`src/rtl/coproPkg.sv`:
```
package coproPkg;
  typedef struct packed {
    logic ackAny;
    logic ackMulti;
    logic busyAny;
  } slotStatus_t;

  typedef enum logic [1:0] {
    ST_IDLE = 2'd0,
    ST_WAIT = 2'd1,
    ST_BUSY = 2'd2
  } ctrlState_t;
endpackage

```
`src/rtl/coproSlot.sv`:
```
module coproSlot #(
  parameter int INSTR_W = 32,
  parameter int ID_W    = 4,
  parameter int ID_LSB  = 8,
  parameter int LAT_LSB = 4,
  parameter int LAT_W   = 2,
  parameter int LEN_W   = 4,
  parameter logic [ID_W-1:0] MY_ID = '0
) (
  input  logic               clk,
  input  logic               rstN,
  input  logic               issueValid,
  input  logic [INSTR_W-1:0] issueInstr,
  output logic               ack,
  output logic               busy
);
  localparam int PEND_W = LAT_W + 1;

  logic [PEND_W-1:0] pendCnt;
  logic [LEN_W-1:0]  busyLen;
  logic [LEN_W-1:0]  busyCnt;
  logic              claim;
  logic              unusedInstrParity;

  assign unusedInstrParity = ^issueInstr;
  assign claim = issueValid && (issueInstr[ID_LSB +: ID_W] == MY_ID);
  assign ack   = (pendCnt == PEND_W'(1));
  assign busy  = (ack && (busyLen != '0)) || (busyCnt != '0);

  always_ff @(posedge clk) begin
    if (!rstN) begin
      pendCnt <= '0;
      busyLen <= '0;
      busyCnt <= '0;
    end else begin
      if (claim) begin
        pendCnt <= {1'b0, issueInstr[LAT_LSB +: LAT_W]} + PEND_W'(1);
        busyLen <= issueInstr[LEN_W-1:0];
      end else if (pendCnt != '0) begin
        pendCnt <= pendCnt - PEND_W'(1);
      end
      if (ack && (busyLen != '0)) begin
        busyCnt <= busyLen - LEN_W'(1);
      end else if (busyCnt != '0) begin
        busyCnt <= busyCnt - LEN_W'(1);
      end
    end
  end
endmodule

```
`src/rtl/coproDatapath.sv`:
```
module coproDatapath
  import coproPkg::*;
#(
  parameter int NUM_SLOTS = 16,
  parameter int INSTR_W   = 32,
  parameter int ID_W      = 4,
  parameter int ID_LSB    = 8,
  parameter logic [NUM_SLOTS-1:0]      PRESENT_MASK = 16'h8035,
  parameter logic [NUM_SLOTS*ID_W-1:0] SLOT_IDS     = 64'hFEDC_BA98_7654_3210
) (
  input  logic               clk,
  input  logic               rstN,
  input  logic               issueValid,
  input  logic [INSTR_W-1:0] issueInstr,
  output slotStatus_t        slotStatus
);
  logic [NUM_SLOTS-1:0] ackVec;
  logic [NUM_SLOTS-1:0] busyVec;

  for (genvar i = 0; i < NUM_SLOTS; i++) begin : g_slot
    if (PRESENT_MASK[i]) begin : g_present
      coproSlot #(
        .INSTR_W(INSTR_W),
        .ID_W   (ID_W),
        .ID_LSB (ID_LSB),
        .MY_ID  (SLOT_IDS[i*ID_W +: ID_W])
      ) slot_i (
        .clk       (clk),
        .rstN      (rstN),
        .issueValid(issueValid),
        .issueInstr(issueInstr),
        .ack       (ackVec[i]),
        .busy      (busyVec[i])
      );
    end else begin : g_absent
      assign ackVec[i]  = 1'b0;
      assign busyVec[i] = 1'b0;
    end
  end

  assign slotStatus.ackAny   = |ackVec;
  assign slotStatus.ackMulti = (ackVec & (ackVec - NUM_SLOTS'(1))) != '0;
  assign slotStatus.busyAny  = |busyVec;
endmodule

```
`src/rtl/coproCtrl.sv`:
```
module coproCtrl
  import coproPkg::*;
#(
  parameter int ACK_WINDOW = 2
) (
  input  logic        clk,
  input  logic        rstN,
  input  logic        issueValid,
  input  slotStatus_t slotStatus,
  output logic        stall,
  output logic        opDone,
  output logic        undefFault,
  output logic        busConflict
);
  localparam int CNT_W = $clog2(ACK_WINDOW + 1);

  ctrlState_t       state;
  logic [CNT_W-1:0] waitCnt;

  assign stall = (state != ST_IDLE);

  always_ff @(posedge clk) begin
    if (!rstN) begin
      state       <= ST_IDLE;
      waitCnt     <= '0;
      opDone      <= 1'b0;
      undefFault  <= 1'b0;
      busConflict <= 1'b0;
    end else begin
      opDone      <= 1'b0;
      undefFault  <= 1'b0;
      busConflict <= 1'b0;
      case (state)
        ST_IDLE: begin
          if (issueValid) begin
            state   <= ST_WAIT;
            waitCnt <= CNT_W'(1);
          end
        end
        ST_WAIT: begin
          if (slotStatus.ackAny) begin
            busConflict <= slotStatus.ackMulti;
            if (slotStatus.busyAny) begin
              state <= ST_BUSY;
            end else begin
              opDone <= 1'b1;
              state  <= ST_IDLE;
            end
          end else if (waitCnt == CNT_W'(ACK_WINDOW)) begin
            undefFault <= 1'b1;
            state      <= ST_IDLE;
          end else begin
            waitCnt <= waitCnt + CNT_W'(1);
          end
        end
        ST_BUSY: begin
          if (!slotStatus.busyAny) begin
            opDone <= 1'b1;
            state  <= ST_IDLE;
          end
        end
        default: state <= ST_IDLE;
      endcase
    end
  end
endmodule

```
`src/rtl/coproClaimArb.sv`:
```
module coproClaimArb
  import coproPkg::*;
#(
  parameter int NUM_SLOTS  = 16,
  parameter int INSTR_W    = 32,
  parameter int ID_W       = 4,
  parameter int ID_LSB     = 8,
  parameter int ACK_WINDOW = 2,
  parameter logic [NUM_SLOTS-1:0]      PRESENT_MASK = 16'h8035,
  parameter logic [NUM_SLOTS*ID_W-1:0] SLOT_IDS     = 64'hFEDC_BA98_7654_3210
) (
  input  logic               clk,
  input  logic               rstN,
  input  logic               issueValid,
  input  logic [INSTR_W-1:0] issueInstr,
  output logic               stall,
  output logic               opDone,
  output logic               undefFault,
  output logic               busConflict
);
  slotStatus_t slotStatus;

  coproDatapath #(
    .NUM_SLOTS   (NUM_SLOTS),
    .INSTR_W     (INSTR_W),
    .ID_W        (ID_W),
    .ID_LSB      (ID_LSB),
    .PRESENT_MASK(PRESENT_MASK),
    .SLOT_IDS    (SLOT_IDS)
  ) datapath_i (
    .clk       (clk),
    .rstN      (rstN),
    .issueValid(issueValid),
    .issueInstr(issueInstr),
    .slotStatus(slotStatus)
  );

  coproCtrl #(
    .ACK_WINDOW(ACK_WINDOW)
  ) ctrl_i (
    .clk        (clk),
    .rstN       (rstN),
    .issueValid (issueValid),
    .slotStatus (slotStatus),
    .stall      (stall),
    .opDone     (opDone),
    .undefFault (undefFault),
    .busConflict(busConflict)
  );
endmodule

```
`config.mk`:
```
export PLATFORM = sky130hd
export DESIGN_NAME = coproClaimArb
export DESIGN_NICKNAME = d
export VERILOG_FILES = /design/src/rtl/coproPkg.sv /design/src/rtl/coproSlot.sv /design/src/rtl/coproDatapath.sv /design/src/rtl/coproCtrl.sv /design/src/rtl/coproClaimArb.sv
export SDC_FILE = /design/constraint.sdc
export NUM_CORES = 1
export LEC_CHECK = 0
export BUFFER_PORTS_ARGS = -buffer_cell sky130_fd_sc_hd__buf_4
export CAP_MARGIN = 20
export CORE_UTILIZATION = 52
export CTS_CLUSTER_SIZE = 10
export DETAILED_ROUTE_END_ITERATION = 7
export PLACE_DENSITY = 0.73
export SYNTH_ARGS = -nofsm -noshare
export SYNTH_HDL_FRONTEND = slang
export SYNTH_SLANG_ARGS = --single-unit
```
`constraint.sdc`:
```
create_clock -name clk -period 2 [get_ports clk]
set_clock_uncertainty 0.1 [all_clocks]
set_input_delay 0.1 -clock clk [delete_from_list [all_inputs] [get_ports clk]]
set_output_delay 0.1 -clock clk [all_outputs]
set_load 0.03 [all_outputs]
```
# Word-level counts from Yosys, hierarchy flattened
# Cells that the tools add are included.
# classes
n_addsub,18
eq_ne,17
muxes,33
bitwise_logic,3
n_reduce_logical,51
# ops
operator,count
$mux W4,10
$reduce_bool A4 Y1,10
$sub A4 B1 Y4 const B,10
$mux W3,10
$reduce_bool A2 Y1,12
$and A16 B16 Y16,1
$reduce_bool A16 Y1,1
$sub A16 B1 Y16 const B,1
$eq A3 B1 Y1 const B,5
$reduce_bool A3 Y1,5
$sub A3 B1 Y3 const B,5
$mux W2,7
$logic_and A1 B1 Y1,10
$reduce_or A5 Y1,2
$eq A4 B3 Y1 const B,2
$ne A2 B2 Y1 const B,4
$reduce_or A7 Y1,1
$pmux W2 S3,1
$reduce_and A3 Y1,2
$logic_or A1 B1 Y1,5
$eq A2 B2 Y1 const B,2
$eq A4 B2 Y1 const B,1
$eq A4 B4 Y1 const B,1
$logic_not A4 Y1,1
10 further kinds,13
# word_totals
regBits,62
inputBits,35
output_inout_bits,4

# Longest topological paths before layout
# depth
depth_word,7
ltp_mapped,9
depth_no_buf,9

# By module
# A second synthesis with hierarchy kept.
# unflattened
cells_unflattened,361
area_unflattened_um2,3510.9
# modules_own_cells
module,n_inst,cells_each,area_each_um2
coproSlot (datapath_i.g_slot[5].g_present.slot_i),1,66,624.3
coproSlot (datapath_i.g_slot[2].g_present.slot_i),1,63,619.3
coproSlot (datapath_i.g_slot[15].g_present.slot_i),1,61,616.8
coproSlot (datapath_i.g_slot[0].g_present.slot_i),1,62,614.3
coproSlot (datapath_i.g_slot[4].g_present.slot_i),1,63,611.8
coproCtrl,1,38,367.9
coproDatapath,1,8,56.3

# Worst setup path before layout
# No wires, ideal clock.
# synth_timing
path_kind,register to register
start,register datapath_i.g_slot[5].g_present.slot_i.pendCnt[1]
end,register ctrl_i.state[0]
arrival_ns,1.560
required_time_ns,1.804
path_slack_ns,0.245
path_stages_with_launch,8
path_buffers,0
path_cell_list,dfxtp_1 inv_1 ha_1 nor2b_2 nor4b_4 nand2_2 and4_1 o41ai_2
# synth_via
elab_chain_cells,6
# synth_rtl
element,line,rtl
from (decl),coproSlot.sv:19,logic [PEND_W-1:0] pendCnt;
from (signal assigned),coproSlot.sv:37,"pendCnt <= {1'b0, issueInstr[LAT_LSB +: LAT_W]} + PEND_W'(1);"
from (signal assigned),coproSlot.sv:40,pendCnt <= pendCnt - PEND_W'(1);
$eq A3 B1 Y1 (*),coproSlot.sv:27,assign ack = (pendCnt == PEND_W'(1));
$logic_and A1 B1 Y1,coproSlot.sv:28,assign busy = (ack && (busyLen != '0)) || (busyCnt != '0);
$logic_or A1 B1 Y1,coproSlot.sv:28,
$reduce_or A5 Y1,coproDatapath.sv:43,assign slotStatus.busyAny = |busyVec;
$ne A2 B2 Y1 (no line),--,
$reduce_and A3 Y1 (no line),--,
to (signal assigned),coproCtrl.sv:24,state <= ST_IDLE;
to (signal assigned),coproCtrl.sv:36,state <= ST_WAIT;
to (signal assigned),coproCtrl.sv:44,state <= ST_BUSY;
to (decl),coproCtrl.sv:17,ctrlState_t state;
# Mark *: on every way between the ends. The rest lies on a longest branch, timed or not.
# A chain may end at the register's enable or synchronous reset.

# Worst setup path in the final report
# layout_timing
start,register datapath_i.g_slot[2].g_present.slot_i.pendCnt[1]
end,register ctrl_i.state[1]
# layout_via
elab_chain_cells,7
# layout_rtl
element,line,rtl
from (decl),coproSlot.sv:19,
from (signal assigned),coproSlot.sv:37,
from (signal assigned),coproSlot.sv:40,
$eq A3 B1 Y1 (*),coproSlot.sv:27,
$logic_and A1 B1 Y1,coproSlot.sv:28,
$logic_or A1 B1 Y1,coproSlot.sv:28,
$reduce_or A5 Y1,coproDatapath.sv:43,
$mux W2,coproCtrl.sv:43,if (slotStatus.busyAny) begin
$mux W2,coproCtrl.sv:41,if (slotStatus.ackAny) begin
$pmux W2 S3,coproCtrl.sv:33,case (state)
to (signal assigned),coproCtrl.sv:36,
to (signal assigned),coproCtrl.sv:44,
to (signal assigned),coproCtrl.sv:47,state <= ST_IDLE;
# Marked as above.

==> results.txt <==
Post-Syn Instances: 356
Initial antenna violation count: 0
Proportion of layout cells with a drive suffix above 1: 17.1%
Final hold violation count: 0
Num ports: 39
WP data arrival: 2050 ps
Routed length per instance: 14.1 um
Chip Height: 81.2 um
Post-synthesis register bit count: 62
CTS clk-pin slew, worst paths: 60 ps
Vias in the first global route: 2373
Routed Antenna Nets: 0
Number of buffers created by CTS: 9
Count leader, synth: nor2_1
Delay-heaviest family, CP: simple AND/OR/NAND/NOR gates
Max VDD drop: 0.733 mV
Netlist cell types: 48
CTS root buf: clkbuf_8
Sequential share of the synthesized area: 38.0%
Worst path cell trace: inv_1 > ha_1 > nor2b_1 > nor3_4 > nand3_1 > a32o_1 > a32o_1
P_leak: 1.64 nW
Crit path launch type: flip-flop
First-pass GRT wire length: 11200 um
WP data required: 2130 ps
CTS tree: built
Post-route clock period utilization: 96.1%
Die width: 81.2 um
Core ar.: 5990 um^2
Peak Freq: 520 MHz
CP endpoint kind: flip-flop
Crit Path Class: reg -> reg
Largest net degree at the start of global routing: 25
Crit. path cell count: 7
Total track usage: 22.7%
Max-slew violations: 0
Critical path buffers and inverters: 1
Fillers: 515
Total grt overflow: 0
Residual DRC count: 0
Initial DRC count: 62
Most used cell along the critical path: a32o_1
Non-filler cells, final: 473
Setup WS pre-CTS: 74.9 ps
Hold path cells: 3
Yosys warns: 0
Slowest CP cell: nor3_4
Via Count: 2540
Vias per std cell: 5.37
Critical Path Fanout Max: 7
Diodes inserted: 0
DP Wirelength: 4940 um
Most used DFF post-synth: dfxtp_1
RSZ-0062 raised after global routing: true
Total wire length: 6670 um
Dominant cell type by area after synthesis: dfxtp_1
Setup violators final: 0
CP max stage delay: 330 ps
H-Tree Depth: 3
Power density over the cells: 1350 nW/um^2
FFs w/ async S/R, synth: 0%
Worst Hold Class: in -> reg
Longest Clk Path Bufs: 2
Syn avg cell area: 9.17 um^2
Final #Nets: 455
Initial Util: 54.5%
Worst-Margin Slew: 512 ps
Largest cells by area after synthesis: dfxtp_1 38%, mux2i_1 13%, ha_1 9.6%
Max Cap Viol: 0
Placed Cells: 450
TritonCTS Sinks: 62
Status: finished clean
Number of flops mapped to enable cells by yosys: 0
Synthesized net count: 416
R2r worst-path depth: 7
RD Place Congestion: 0.828
Hold Worst Slack: 17.4 ps
Fin crit period: 1920 ps
Post-synth top area share: 38.0%
First-pass DRT Iterations: 4
Die footprint: 6600 um^2
Worst-Skew Late Latency: 340 ps
Final setup margin: 78.3 ps
Area Overhead vs Synth: 17.2%
Num rows: 28
Mapped Area: 3260 um^2
Relative slew margins: 65.6%
Post-synth top cells: 64 x nor2_1, 62 x dfxtp_1, 43 x mux2i_1, 25 x ha_1, 19 x nand2_1
PortBufs: 16
==> power by group <==
part	switching [mW]	internal, mW
logic	1.27	1.15
clock network	0.441	0.536
registers	0.235	1.53
total	1.95	3.22
==> routing by layer <==
layer | up-vias | routed length, um | global-route usage (%)
met4 | 0 | 64 | 5.89
met5 | - | 0 | 0
met2 | 33 | 3070 | 36.6
met1 | 1174 | 3270 | 29.1
li1 | 1326 | - | -
met3 | 7 | 261 | 7.30
==> sequential cells by signal (all words and copies together), names as in the netlist <==
signal	flops
ctrl_i.busConflict	1
datapath_i.g_slot.g_present.slot_i.pendCnt	15
ctrl_i.undefFault	1
datapath_i.g_slot.g_present.slot_i.busyCnt	20
ctrl_i.opDone	1
ctrl_i.state	2
datapath_i.g_slot.g_present.slot_i.busyLen	20
ctrl_i.waitCnt	2
==> cell usage in the layout (no fill, tap or decap), types with 2 or more instances in the layout <==
| cell type | count |
|---|---|
| nor2_1 | 61 |
| dfxtp_1 | 61 |
| mux2i_1 | 42 |
| buf_4 | 31 |
| ha_1 | 25 |
| nand2_1 | 19 |
| inv_1 | 16 |
| a21oi_1 | 15 |
| o21ai_0 | 12 |
| clkbuf_8 | 12 |
| nor4_1 | 9 |
| nor2b_1 | 6 |
| a211oi_1 | 6 |
| nand2b_1 | 5 |
| xor2_1 | 5 |
| and3_1 | 5 |
| xnor2_1 | 5 |
| dlygate4sd3_1 | 5 |
| nor2b_2 | 4 |
| o21ai_1 | 4 |
| o311ai_0 | 4 |
| o31a_1 | 4 |
| nand3_1 | 3 |
| nor2_4 | 2 |
| nor2_2 | 2 |
| nor4b_4 | 2 |
| nor3b_1 | 2 |
| nor3_1 | 2 |
| a32o_1 | 2 |
| a2111oi_0 | 2 |
==> metrics by stage <==
step	area, um^2	util (%)	TNS [ps]	power [mW]
4_1_cts	3770	62.9	0	5.12
3_3_place_gp	3540	59.1	0	4.03
2_1_floorplan	3260	-	0	3.47
6_report	3830	63.9	0	5.17
5_1_grt	3830	63.9	-80.3	5.61
3_5_place_dp	3540	59.1	0	4.11
==> cell families after synthesis <==
logic type	synth area share (%)
simple gates	21.5
flops	38.0
compound gates	11.3
buf+inv	3.10
xor+xnor	2.68
mux	13.5
fa+ha+maj	9.89
==> worst reg2reg max path, delay by kind of cell (launching register included) <==
family | cells | cell delay (ps)
AO/OA/AOI/OAI | 2 | 440
adder cells (fa/ha/maj) | 1 | 200
buffers and inverters | 1 | 70
flip-flops | 1 | 320
AND/OR/NAND/NOR | 3 | 690
==> layout make-up <==
class,count,area [um^2],area share [%]
clock inverter,1,5.00,0.131
inverter,17,63.8,1.67
multi-input combinational,268,1950,51.0
sequential,62,1240,32.5
clock buffer,13,169,4.41
tap,75,93.8,2.45
timing repair buffer,37,303,7.91
==> final timing paths <==
path                           from                 to  slack (ps)
setup / recovery          flip-flop    ctrl_i.state[1]          80
hold / removal        issueInstr[4]          flip-flop          20
setup reg to reg          flip-flop    ctrl_i.state[1]          80
hold reg to reg   ctrl_i.waitCnt[1]  ctrl_i.waitCnt[1]         400
==> timing repair <==
action | in CTS | in global routing
endpoints found under the setup margin | 0 | 6
hold endpoints to repair | 20 | 0
hold buffers | 5 | 0
gates resized for setup | 0 | 10
setup buffers | 0 | 4
No activity file was read; power rests on OpenSTA's default activity.
